$ cat src/rtl/adcpp_pkg.sv
package adcpp_pkg;

    localparam int FRAC_W = 6;

    typedef struct packed {
        logic       filt_en;
        logic [2:0] coef;
        logic       mon_en;
        logic       mon_high;
    } slot_ctrl_t;

    function automatic logic [2:0] coef_shift(input logic [2:0] code);
        case (code)
            3'd0:    coef_shift = 3'd1;
            3'd1:    coef_shift = 3'd2;
            3'd2:    coef_shift = 3'd3;
            3'd3:    coef_shift = 3'd4;
            default: coef_shift = 3'd6;
        endcase
    endfunction

endpackage

$ cat src/rtl/adcpp_slot.sv
module adcpp_slot
    import adcpp_pkg::*;
#(
    parameter int DATA_W = 12
) (
    input  logic              clk,
    input  logic              rst_n,
    input  slot_ctrl_t        ctrl,
    input  logic [DATA_W-1:0] thresh,
    input  logic              take,
    input  logic [DATA_W-1:0] x,
    output logic              out_valid,
    output logic [DATA_W-1:0] out_data,
    output logic              mon_hit
);
    localparam int ST_W = DATA_W + FRAC_W;

    typedef struct packed {
        logic [ST_W-1:0]   st;
        logic              primed;
        logic              ov;
        logic [DATA_W-1:0] od;
    } slot_state_t;

    slot_state_t s_d, s_q;

    logic [ST_W-1:0]   x_ext;
    logic signed [ST_W+1:0] diff;
    logic signed [ST_W+1:0] sum;
    logic [ST_W-1:0]   st_next;

    always_comb begin
        x_ext   = {x, {FRAC_W{1'b0}}};
        diff    = $signed({2'b00, x_ext}) - $signed({2'b00, s_q.st});
        sum     = $signed({2'b00, s_q.st}) + (diff >>> coef_shift(ctrl.coef));
        st_next = sum[ST_W-1:0];

        s_d    = s_q;
        s_d.ov = take;
        if (!ctrl.filt_en) begin
            s_d.primed = 1'b0;
        end
        if (take) begin
            if (!ctrl.filt_en) begin
                s_d.od = x;
            end else if (!s_q.primed) begin
                s_d.st     = x_ext;
                s_d.primed = 1'b1;
                s_d.od     = x;
            end else begin
                s_d.st = st_next;
                s_d.od = st_next[ST_W-1:FRAC_W];
            end
        end

        mon_hit = take && ctrl.mon_en &&
                  (ctrl.mon_high ? (x > thresh) : (x < thresh));
    end

    always_ff @(posedge clk) begin
        if (!rst_n) begin
            s_q <= '0;
        end else begin
            s_q <= s_d;
        end
    end

    assign out_valid = s_q.ov;
    assign out_data  = s_q.od;

    AST_VALID_FOLLOWS: assert property (@(posedge clk) disable iff (!rst_n)
        take |=> out_valid);
    AST_FIRST_LOAD: assert property (@(posedge clk) disable iff (!rst_n)
        (take && ctrl.filt_en && !s_q.primed) |=> (out_data == $past(x)));
    AST_PASS_RAW: assert property (@(posedge clk) disable iff (!rst_n)
        (take && !ctrl.filt_en) |=> (out_data == $past(x)));
    AST_OFF_UNPRIMED: assert property (@(posedge clk) disable iff (!rst_n)
        !ctrl.filt_en |=> !s_q.primed);
    AST_EQUAL_QUIET: assert property (@(posedge clk) disable iff (!rst_n)
        (take && x == thresh) |-> !mon_hit);

endmodule

$ cat src/rtl/adcpp_irq.sv
module adcpp_irq (
    input  logic       clk,
    input  logic       rst_n,
    input  logic [1:0] set,
    input  logic [1:0] clr,
    input  logic [1:0] mask,
    output logic [1:0] status,
    output logic       irq
);
    logic [1:0] stat_d, stat_q;

    always_comb begin
        stat_d = (stat_q & ~clr) | set;
    end

    always_ff @(posedge clk) begin
        if (!rst_n) begin
            stat_q <= '0;
        end else begin
            stat_q <= stat_d;
        end
    end

    assign status = stat_q;
    assign irq    = |(stat_q & mask);

    AST_STICKY_MON: assert property (@(posedge clk) disable iff (!rst_n)
        (stat_q[0] && !clr[0]) |=> stat_q[0]);
    AST_STICKY_DONE: assert property (@(posedge clk) disable iff (!rst_n)
        (stat_q[1] && !clr[1]) |=> stat_q[1]);
    AST_SET_WINS: assert property (@(posedge clk) disable iff (!rst_n)
        set[1] |=> stat_q[1]);
    AST_MASK_SILENT: assert property (@(posedge clk) disable iff (!rst_n)
        (mask == 2'b00) |-> !irq);

endmodule

$ cat src/rtl/adcpp_top.sv
module adcpp_top
    import adcpp_pkg::*;
#(
    parameter int DATA_W = 12,
    parameter int CHAN_W = 4,
    parameter int NUM_CH = 10
) (
    input  logic                clk,
    input  logic                rst_n,
    input  logic                wr_en,
    input  logic [1:0]          wr_addr,
    input  logic [31:0]         wr_data,
    input  logic                res_valid,
    input  logic                res_unit,
    input  logic [CHAN_W-1:0]   res_chan,
    input  logic [DATA_W-1:0]   res_data,
    input  logic                meas_done,
    output logic [1:0]          out_valid,
    output logic [2*DATA_W-1:0] out_data,
    output logic [1:0]          int_status,
    output logic                irq
);
    localparam int NUM_SLOT = 2;
    localparam int B_MON_EN = DATA_W;
    localparam int B_HIGH   = DATA_W + 1;
    localparam int B_FILT   = DATA_W + 2;
    localparam int B_COEF   = DATA_W + 3;

    typedef struct packed {
        slot_ctrl_t [NUM_SLOT-1:0]             ctrl;
        logic [NUM_SLOT-1:0][DATA_W-1:0]       thr;
        logic [1:0]                            mask;
    } cfg_t;

    cfg_t cfg_d, cfg_q;
    logic [1:0]          clr;
    logic                in_range;
    logic [NUM_SLOT-1:0] take;
    logic [NUM_SLOT-1:0] hit;

    always_comb begin
        cfg_d = cfg_q;
        clr   = '0;
        if (wr_en) begin
            case (wr_addr)
                2'd0, 2'd1: begin
                    cfg_d.thr[wr_addr[0]]           = wr_data[DATA_W-1:0];
                    cfg_d.ctrl[wr_addr[0]].mon_en   = wr_data[B_MON_EN];
                    cfg_d.ctrl[wr_addr[0]].mon_high = wr_data[B_HIGH];
                    cfg_d.ctrl[wr_addr[0]].filt_en  = wr_data[B_FILT];
                    cfg_d.ctrl[wr_addr[0]].coef     = wr_data[B_COEF+:3];
                end
                2'd2:    cfg_d.mask = wr_data[1:0];
                default: clr        = wr_data[1:0];
            endcase
        end
        in_range = (32'(res_chan) < NUM_CH);
    end

    always_ff @(posedge clk) begin
        if (!rst_n) begin
            cfg_q <= '0;
        end else begin
            cfg_q <= cfg_d;
        end
    end

    for (genvar i = 0; i < NUM_SLOT; i++) begin : g_slot
        assign take[i] = res_valid && in_range && (res_unit == 1'(i));

        adcpp_slot #(.DATA_W(DATA_W)) u_slot (
            .clk       (clk),
            .rst_n     (rst_n),
            .ctrl      (cfg_q.ctrl[i]),
            .thresh    (cfg_q.thr[i]),
            .take      (take[i]),
            .x         (res_data),
            .out_valid (out_valid[i]),
            .out_data  (out_data[i*DATA_W +: DATA_W]),
            .mon_hit   (hit[i])
        );
    end

    adcpp_irq u_irq (
        .clk    (clk),
        .rst_n  (rst_n),
        .set    ({meas_done, |hit}),
        .clr    (clr),
        .mask   (cfg_q.mask),
        .status (int_status),
        .irq    (irq)
    );

    AST_IGNORE_RANGE: assert property (@(posedge clk) disable iff (!rst_n)
        (res_valid && 32'(res_chan) >= NUM_CH) |=> (out_valid == 2'b00));
    AST_ONE_SLOT: assert property (@(posedge clk) disable iff (!rst_n)
        $onehot0(out_valid));

endmodule

$ cat config.mk
export PLATFORM = sky130hd
export DESIGN_NAME = adcpp_top
export DESIGN_NICKNAME = d
export VERILOG_FILES = /design/src/rtl/adcpp_pkg.sv /design/src/rtl/adcpp_slot.sv /design/src/rtl/adcpp_irq.sv /design/src/rtl/adcpp_top.sv
export SDC_FILE = /design/constraint.sdc
export NUM_CORES = 1
export LEC_CHECK = 0
export ABC_AREA = 1
export CORE_MARGIN = 5
export CORE_UTILIZATION = 50
export CTS_BUF_LIST = sky130_fd_sc_hd__clkbuf_4 sky130_fd_sc_hd__clkbuf_8
export DETAILED_ROUTE_END_ITERATION = 8
export GPL_TIMING_DRIVEN = 0
export PLACE_DENSITY = 0.71
export SLEW_MARGIN = 20
export SYNTH_ARGS = -nofsm -noshare
export SYNTH_HDL_FRONTEND = slang
export SYNTH_SLANG_ARGS = --single-unit
$ cat constraint.sdc
create_clock -name clk -period 4.9 [get_ports clk]
set_input_delay 0.49 -clock clk [delete_from_list [all_inputs] [get_ports clk]]
set_output_delay 0.49 -clock clk [all_outputs]
set_load 0.02 [all_outputs]
==> summary.txt <==
Detailed routing
  – ANT nets after route: 0
  – WL/cell: approximately 17 µm
  – Iter 0 DRT Violations: 1075
  – # DRC: 0
  – Total number of vias: approximately 11000
  – Vias per cell: 5.49
  – Detailed Route WL: roughly 33000 µm
  – DRT Pass-1 Iters: 6

Clock tree
  – Cts bufs inserted: 9
  – Clk pin slew, worst setup/hold paths: roughly 120 ps
  – Sink Count: between 100 and 150
  – CTS resizes: 0
  – Htree depth: 3
  – # Post-CTS Setup Buffers: 0
  – Hold buffer count at cts: 0
  – Longest Clk Path Bufs: 2
  – CTS root buf: clkbuf_8
  – TritonCTS clock tree: done
  – Worst skew pair latency: ~400 ps

Place
  – Detail Placement HPWL: around 26000 µm
  – Port Buffers: between 60 and 70
  – Routability cong.: approximately 0.95
  – # placed instances: slightly below 2000

Worst setup path
  – Setup Crit Path Kind: in -> reg
  – Cell count of the worst reg-to-reg path: 21
  – Crit-path cells: clkdlybuf4s50_1 > ha_1 > nand2_1 > nor2_1 > nand3_1 > nand2_1 > nand2_1 > nand3_1 > nand2_1 > nand2_1 > nand2_1 > nand2_1 > nand2_1 > ha_1 > nand2_1 > o21ai_0 > a21oi_1 > nand3_1 > nand2_1 > o21ai_0 > a21oi_1
  – R2R Setup Slk: 1030 ps
  – CP arrival: about 4700 ps
  – Reg2reg end: g_slot[1].u_slot.out_data[10]$_SDFFE_PN0P_
  – Crit-path slowest cell: clkdlybuf4s50_1
  – Slowest cell delay on critical path: a little over 800 ps
  – Worst R2R Start: g_slot[1].u_slot.s_q[28]$_SDFFE_PN0P_
  – Critical path fanouts, max: 8
  – Worst path most repeated cell: nand2_1
  – Critical path startpoint category: input pin
  – CP required: ~5200 ps
  – Crit. End Element: register

Min path
  – HP Start: cfg_q[2]$_SDFFE_PN0P_
  – Hold worst-path end: cfg_q[2]$_SDFFE_PN0P_
  – Worst hold stages: 2
  – Hold Crit Class: reg -> reg

STA
  – Min Tclk post-route: between 4000 and 5000 ps
  – Fin Setup TNS: 0 ps
  – F_max: around 0.23 GHz
  – Period utilization: between 80 and 90%
  – Final hold vios: 0
  – Clock Skew: approximately 13 ps
  – Tightest Pin Transition: roughly 780 ps
  – Relative slew slack: 48.2%
  – Endpoints failing setup: 0
  – Unrepaired setup endpoints after global routing: false
  – Max Transition Viols Final: 0

Layout
  – Share of cells above drive strength 1: approximately 4.5%
  – Fillcell total: approximately 2000
  – Final non-filler cell total: 1957
  – Final net count: ~1800
  – # diodes: 0
  – Area Overhead vs Synth: 12.4%

Power
  – Clock share of power: 23.2%
  – P_sw: 0.955 mW
  – Logic pwr share: between 30% and 40%
  – Internal Dissipation: roughly 1.4 mW
  – Switching Share: about two fifths
  – PwrDens: around 220 mW/mm²
  – LEAKAGE: around 5.2 nW
  – Seq pwr share: between 30% and 40%
  – Tot Pwr: 2.36 mW
  – VDD IR-drop max: ~220 µV

Global route
  – Total grt overflow: 0
  – Initial antenna violation count: 1
  – Total track usage: between 20% and 30%
  – Largest net degree at the start of global routing: 19
  – Global-route wire length before repair: 51300 µm
  – Vias in the first global route: 9783

Synth
  – Avg Synthesized Cell Area: slightly above 6 µm²
  – Fraction of registers with async set/reset: 0%
  – Post-synthesis mux area share: 0%
  – Largest family of logic cells by synthesized area: simple AND/OR/NAND/NOR gates
  – Register bit count reported by yosys: ~100
  – Synth unique cells: 45
  – Part of the Yosys area used for sequential elements: 21.4%
  – Syn Std Cell Area: approximately 0.0097 mm²
  – Post-Synth Adder-Cell Area: around 11%
  – Yosys warnings: 0
  – Main synth FF type: dfxtp_1
  – Mapped Cells: roughly 1600
  – Synth Net Count: 1749
  – Synth Area in XOR/XNOR: 2.25%
  – Area fraction in compound gates after synthesis: between 15 and 20%
  – Synth Area in Simple Gates: about 33%
  – Post-synth EDFFs: 0

Floorplanning
  – Row Count: 51
  – IO Pins: 85
  – Die area: between 0.02 and 0.025 mm²
  – Core Area: 0.0193 mm²
  – Die width: between 100 and 150 µm
  – Initial Util: slightly above 50%
  – Die H: between 100 and 150 µm

Status
  – Status: complete, no violations

Job
  – Max-Cap Viols: 0
[worst max-delay path: cells and delay by family]
kind            cells  cell delay, ps
fa+ha+maj           2             970
buf+inv             1             820
compound gates      4             880
simple gates       14            1460
[worst max-delay path by stage]
stage                                                            end  slack [ps]        start
after floorplan            g_slot[1].u_slot.out_data[4]$_SDFFE_PN0P_        1710  res_data[0]
after CTS                 g_slot[1].u_slot.out_data[11]$_SDFFE_PN0P_         600  res_data[1]
final                     g_slot[1].u_slot.out_data[10]$_SDFFE_PN0P_         500  res_data[1]
after detailed placement  g_slot[1].u_slot.out_data[10]$_SDFFE_PN0P_         200  res_data[1]
after global routing      g_slot[1].u_slot.out_data[11]$_SDFFE_PN0P_         130  res_data[1]
after global placement    g_slot[1].u_slot.out_data[11]$_SDFFE_PN0P_         200  res_data[1]
[registers in the layout, indices dropped and copies added, names as in the netlist]
register	count
g_slot.u_slot.out_valid	2
cfg_q	38
g_slot.u_slot.s_q	38
u_irq.status	2
g_slot.u_slot.out_data	24
[cell usage after synthesis (2+ instances only)]
master    count  area share [%]
nand2_1     431              17
inv_1       209             8.1
a21oi_1     184             9.5
nand3_1     175             9.0
dfxtp_1     104              21
nor2_1       99             3.8
o21ai_0      87             4.5
ha_1         84              11
clkbuf_1     30             1.2
buf_4        27             2.1
a22oi_1      26             2.0
xor2_1       21             1.9
nand4_1      19             1.2
o21ai_1      15            0.77
buf_2        10            0.51
o211ai_1      9            0.69
nor3_1        8            0.41
o21bai_1      8            0.62
nand3b_1      7            0.54
inv_2         6            0.23
and2_1        4            0.26
xnor2_1       4            0.36
a21o_1        3            0.23
buf_1         3            0.12
nor3_2        3            0.31
o221ai_1      3            0.27
a211oi_1      2            0.15
a21oi_2       2            0.18
clkinv_1      2           0.077
fa_1          2            0.41
nand2_2       2            0.13
nand3_2       2            0.21
nor2_2        2            0.13
o21a_1        2            0.15
or2_2         2            0.13
[layout make-up]
cell class	count	area, µm²	share of cell area (%)
multi-input combinational	1215	6440	58.9
sequential	104	2080	19.0
inverter	217	815	7.45
timing repair buffer	69	691	6.32
buffer	71	388	3.55
tap	265	332	3.03
clock buffer	11	139	1.27
clock inverter	5	46.3	0.424
[metrics by stage]
step           instance area (µm²)  utilization, %  setup WS [ps]  hold slack, ps
5_1_grt                      10900            56.5            133             485
6_report                     10900            56.5            496             462
3_5_place_dp                 10700            55.6            195             445
3_3_place_gp                 10700            55.6            204             443
4_1_cts                      10900            56.5            597             463
2_1_floorplan                 9720               -           1710             424
[layer usage]
metal	track usage (%)	wire length, µm	vias up
met5	0	13	-
met4	6.41	648	2
met3	6.12	2920	38
met2	45.3	13900	397
met1	41.5	15100	4850
li1	-	-	5461
[cells by family after synthesis]
group / count (synthesis)
XOR/XNOR: 25
buffers and inverters: 288
AO/OA/AOI/OAI: 347
flip-flops: 104
AND/OR/NAND/NOR: 757
adder cells (fa/ha/maj): 86
[layout by cell type (no fill, tap or decap), types with 3 or more instances in the layout]
cell             Yosys  layout
a21o_1               3       3
a21oi_1            184     184
a22oi_1             26      26
and2_1               4       4
buf_1                3       3
buf_2               10      10
buf_4               27      27
clkbuf_1            30      30
clkbuf_8             0       9
clkdlybuf4s50_1      0      69
dfxtp_1            104     104
ha_1                84      84
inv_1              209     209
inv_2                6       6
nand2_1            431     431
nand3_1            175     175
nand3b_1             7       7
nand4_1             19      19
nor2_1              99      99
nor3_1               8       8
nor3_2               3       3
o211ai_1             9       9
o21ai_0             87      87
o21ai_1             15      15
o21bai_1             8       8
o221ai_1             3       3
xnor2_1              4       4
xor2_1              21      21
[power groups by stage]
| stage | logic, mW | clock network (mW) | registers [mW] |
|---|---|---|---|
| 6_report | 0.920 | 0.547 | 0.890 |
| 5_1_grt | 1.03 | 0.588 | 0.893 |
| 4_1_cts | 0.905 | 0.555 | 0.890 |
| 3_5_place_dp | 0.899 | 0 | 0.909 |
| 3_3_place_gp | 0.896 | 0 | 0.909 |
| 2_1_floorplan | 0.641 | 0 | 0.905 |
Note: power is estimated with default switching activity, not from simulation.
